--- src/rtl/rtc_alarm_match.sv ---
module rtc_alarm_match #(
  parameter int FIELD_W = 7,
  parameter int MDAY_W  = 6,
  parameter int WDAY_W  = 4
) (
  input  logic               clk,
  input  logic               rst_n,
  input  logic               tick,
  input  logic [FIELD_W-1:0] cur_sec,
  input  logic [FIELD_W-1:0] cur_min,
  input  logic [FIELD_W-1:0] cur_hour,
  input  logic [MDAY_W-1:0]  cur_mday,
  input  logic [WDAY_W-1:0]  cur_wday,
  input  logic [FIELD_W:0]   a1_sec,
  input  logic [FIELD_W:0]   a1_min,
  input  logic [FIELD_W:0]   a1_hour,
  input  logic [FIELD_W:0]   a1_day,
  input  logic [FIELD_W:0]   a2_min,
  input  logic [FIELD_W:0]   a2_hour,
  input  logic [FIELD_W:0]   a2_day,
  output logic               a1_hit,
  output logic               a2_hit
);

  localparam int IGN = FIELD_W;
  localparam int SEL = FIELD_W - 1;

  function automatic logic field_ok(input logic [FIELD_W:0] b,
                                    input logic [FIELD_W-1:0] cur);
    return b[IGN] | (b[FIELD_W-1:0] == cur);
  endfunction

  function automatic logic day_ok(input logic [FIELD_W:0] b,
                                  input logic [MDAY_W-1:0] md,
                                  input logic [WDAY_W-1:0] wd);
    if (b[IGN]) return 1'b1;
    if (b[SEL]) return b[WDAY_W-1:0] == wd;
    return b[MDAY_W-1:0] == md;
  endfunction

  logic sec_zero, a1_fire, a2_fire;

  assign sec_zero = (cur_sec == '0);

  assign a1_fire = field_ok(a1_sec, cur_sec) & field_ok(a1_min, cur_min) &
                   field_ok(a1_hour, cur_hour) & day_ok(a1_day, cur_mday, cur_wday);

  assign a2_fire = sec_zero & field_ok(a2_min, cur_min) &
                   field_ok(a2_hour, cur_hour) & day_ok(a2_day, cur_mday, cur_wday);

  always_ff @(posedge clk or negedge rst_n) begin
    if (!rst_n) begin
      a1_hit <= 1'b0;
      a2_hit <= 1'b0;
    end else begin
      a1_hit <= tick & a1_fire;
      a2_hit <= tick & a2_fire;
    end
  end

  AST_NO_TICK_NO_HIT: assert property (@(posedge clk) disable iff (!rst_n)
    !tick |=> !a1_hit && !a2_hit);

  AST_A2_ONLY_AT_ZERO: assert property (@(posedge clk) disable iff (!rst_n)
    tick && cur_sec != '0 |=> !a2_hit);

  AST_A1_ALL_IGNORED: assert property (@(posedge clk) disable iff (!rst_n)
    tick && a1_sec[IGN] && a1_min[IGN] && a1_hour[IGN] && a1_day[IGN] |=> a1_hit);

  AST_A2_EVERY_MINUTE: assert property (@(posedge clk) disable iff (!rst_n)
    tick && cur_sec == '0 && a2_min[IGN] && a2_hour[IGN] && a2_day[IGN] |=> a2_hit);

  AST_A1_SEC_MISS: assert property (@(posedge clk) disable iff (!rst_n)
    tick && !a1_sec[IGN] && a1_sec[FIELD_W-1:0] != cur_sec |=> !a1_hit);

  AST_WDAY_MISS: assert property (@(posedge clk) disable iff (!rst_n)
    tick && !a1_day[IGN] && a1_day[SEL] && a1_day[WDAY_W-1:0] != cur_wday |=> !a1_hit);

  always_comb begin
    if (!rst_n) AST_RESET_QUIET: assert (!a1_hit && !a2_hit);
  end

endmodule

--- config.mk ---
export PLATFORM = sky130hd
export DESIGN_NAME = rtc_alarm_match
export DESIGN_NICKNAME = d
export VERILOG_FILES = /design/src/rtl/rtc_alarm_match.sv
export SDC_FILE = /design/constraint.sdc
export NUM_CORES = 1
export LEC_CHECK = 0
export BUFFER_PORTS_ARGS = -buffer_cell sky130_fd_sc_hd__buf_4
export CORE_UTILIZATION = 35
export CTS_BUF_LIST = sky130_fd_sc_hd__clkbuf_4 sky130_fd_sc_hd__clkbuf_8
export DETAILED_ROUTE_END_ITERATION = 8
export PLACE_DENSITY = 0.95
export SYNTH_ARGS = -nofsm -noshare
export SYNTH_HDL_FRONTEND = slang
export SYNTH_SLANG_ARGS = --single-unit
--- constraint.sdc ---
create_clock -name clk -period 1.86 [get_ports clk]
set_clock_uncertainty 0.2 [all_clocks]
set_input_delay 0.372 -clock clk [delete_from_list [all_inputs] [get_ports clk]]
set_output_delay 0.372 -clock clk [all_outputs]
set_load 0.05 [all_outputs]
==> impl_metrics.json <==
{
  "grt_max_degree": 3,
  "clock_sinks": 2,
  "fillers": 135,
  "synth_top_cell_by_area": "xnor2_1",
  "ys_warn_count": 0,
  "post-cts-setup-buffer-count": 0,
  "p_total_uw": 444,
  "fin_crit_sh": 0.768,
  "overflow": 0,
  "die_width_um": 47.1,
  "drive_gt1_frac": 0.545,
  "postSynthCellCount": 83,
  "hpwl_um": 2480,
  "die-height_um": 47.1,
  "antenna_left": 0,
  "num_rows": 15,
  "synth_nets": 173,
  "pin_count": 92,
  "crit_path_end": "a1_hit",
  "place.gp.congestion": 0.738,
  "drt-total-wl_um": 2750,
  "yosys.area.top_type_share": 0.345,
  "fmax_mhz": 700,
  "yosys-top-cells-area": "xnor2_1, xor2_1, dfrtp_1, nor4_1, nand4_1",
  "end_kind": "register",
  "fin_cells": 203,
  "cts.clk_slew.worst_paths_ns": 0.03,
  "cp_max_fo": 2,
  "first_pass_iters": 4,
  "hold_path_class": "in -> reg",
  "cp-startpoint": "a1_day[2]",
  "required_ns": 1.80,
  "p_leak_nw": 0.689,
  "setup_viol": 0,
  "powerDensity_nw_per_um2": 305,
  "tightest_slew_ns": 0.296,
  "num_vias": 1014,
  "worst_slew_margin_rel": 0.801,
  "grt_pass1_vias": 1048,
  "placed_cell_area_um2": 1430,
  "setup_slack_ns": 0.431,
  "slew_violations": 0,
  "drc": 0,
  "dieArea_um2": 2210,
  "synth_cell_types": 13,
  "cts_buffers": 3,
  "drt_iter0_drc": 8,
  "start_util": 0.390,
  "seq_area_um2": 50.0,
  "cts.repair.resized": 0,
  "maxCapViolCount": 0,
  "grt_usage": 0.261,
  "root_buffer": "clkbuf_4",
  "grt_pass1_wl_um": 3970,
  "crit_arrival_ns": 1.37,
  "fin_tns_setup_ns": 0,
  "syn_avg_cell_area_um2": 8.56,
  "h-tree-depth": 1,
  "dp.cells": 199,
  "worst_setup_path_start_kind": "input port",
  "cts_tree": "yes",
  "status": "complete, no violations",
  "via_per_inst": 5.00,
  "syn_area_um2": 711,
  "rsz0062_at_grt": "false",
  "nets": 270,
  "coreArea_um2": 1820,
  "dp_slack_ns": 0.205,
  "yosysSeqAreaShare": 0.0704,
  "timing.final.hold_violations": 0,
  "ys_ff_latch": 2,
  "area_growth_pct": 105,
  "num_antenna_cells": 0,
  "cts_buffer_depth": 2,
  "antenna_found_initial": 0,
  "port-buffer-count": 91,
  "avgRoutedWirePerCell_um": 13.6,
  "critical_path_class": "in -> reg",
  "multiInputGateArea_um2": 661,
  "postLayoutCellArea_um2": 1460,
  "min_period_ns": 1.43,
  "max-vdd-ir-drop_v": 0.000208
}
layout make-up:
type,instances,area share
clock buffer,3,0.0155
multi-input combinational,81,0.453
sequential,2,0.0343
tap,25,0.0215
timing repair buffer,92,0.476
per-layer routing:
layer  track usage  up-vias  wire, µm
met1         0.216      466       890
met5             0        -         0
li1              -      486         -
met2         0.542       54      1560
met4         0.126        0        61
met3        0.0769        8       237
worst min path at each step:
stage,start,end,slack (ns),cells past startpoint
3_5_place_dp,rst_n,a2_hit,-0.04,1
5_1_grt,cur_sec[1],a2_hit,0.22,4
6_report,cur_sec[1],a2_hit,0.22,4
2_1_floorplan,rst_n,a1_hit,-0.12,0
4_1_cts,cur_sec[1],a2_hit,0.22,4
3_3_place_gp,rst_n,a1_hit,-0.05,1
where the power goes:
group	internal [mW]	total, mW	switching (mW)
combinational	0.194	0.304	0.110
sequential	0.0443	0.0445	0.000225
clock	0.0712	0.0961	0.0250
total	0.309	0.444	0.135
placed cells by master (no fill, tap or decap):
| cell | netlist | layout |
|---|---|---|
| nor3_1 | 1 | 1 |
| nor3_2 | 3 | 3 |
| dfrtp_1 | 2 | 2 |
| o22ai_1 | 2 | 2 |
| nor4_1 | 8 | 8 |
| buf_4 | 0 | 91 |
| a31oi_1 | 2 | 2 |
| clkbuf_4 | 0 | 3 |
| xnor2_1 | 28 | 28 |
| o21ai_0 | 1 | 1 |
| dlygate4sd3_1 | 0 | 1 |
| nor4b_1 | 1 | 1 |
| nand4_1 | 5 | 5 |
| xor2_1 | 27 | 27 |
| nand2_1 | 1 | 1 |
| a41o_1 | 2 | 2 |
kinds of logic (layout without fill, tap and decap cells):
family          count (synthesis)  in the layout  share of synthesized area
compound gates                  7              7                     0.0704
xor+xnor                       55             55                      0.678
buf+inv                         0             95                          0
flops                           2              2                     0.0704
simple gates                   19             19                      0.181
cell usage after synthesis, drive strengths merged:
master and number:
nand4 5, a41o 2, a31oi 2, nor4b 1
o22ai 2, nor3 4, xor2 27, nand2 1
o21ai 1, nor4 8, xnor2 28, dfrtp 2
metrics by stage:
step / hold slack (ns) / util
2_1_floorplan: -0.124 / -
3_3_place_gp: -0.0452 / 0.783
3_5_place_dp: -0.0442 / 0.783
4_1_cts: 0.223 / 0.801
5_1_grt: 0.225 / 0.801
6_report: 0.217 / 0.801
flip-flops by register name, indices dropped and copies added, names as in the netlist:
name    flops
a2_hit      1
a1_hit      1
critical path, cell delays in order:
cell	delay, ns
buf_4	0.12
xor2_1	0.15
nor4_1	0.31
a41o_1	0.22
a31oi_1	0.05
nor3_2	0.15
repair_timing:
| action | 4_1_cts | 5_1_grt |
|---|---|---|
| endpoints found under the setup margin | 0 | 0 |
| hold buffers | 1 | 0 |
| endpoints found under the hold margin | 2 | 0 |
No activity file was read; power rests on OpenSTA's default activity.
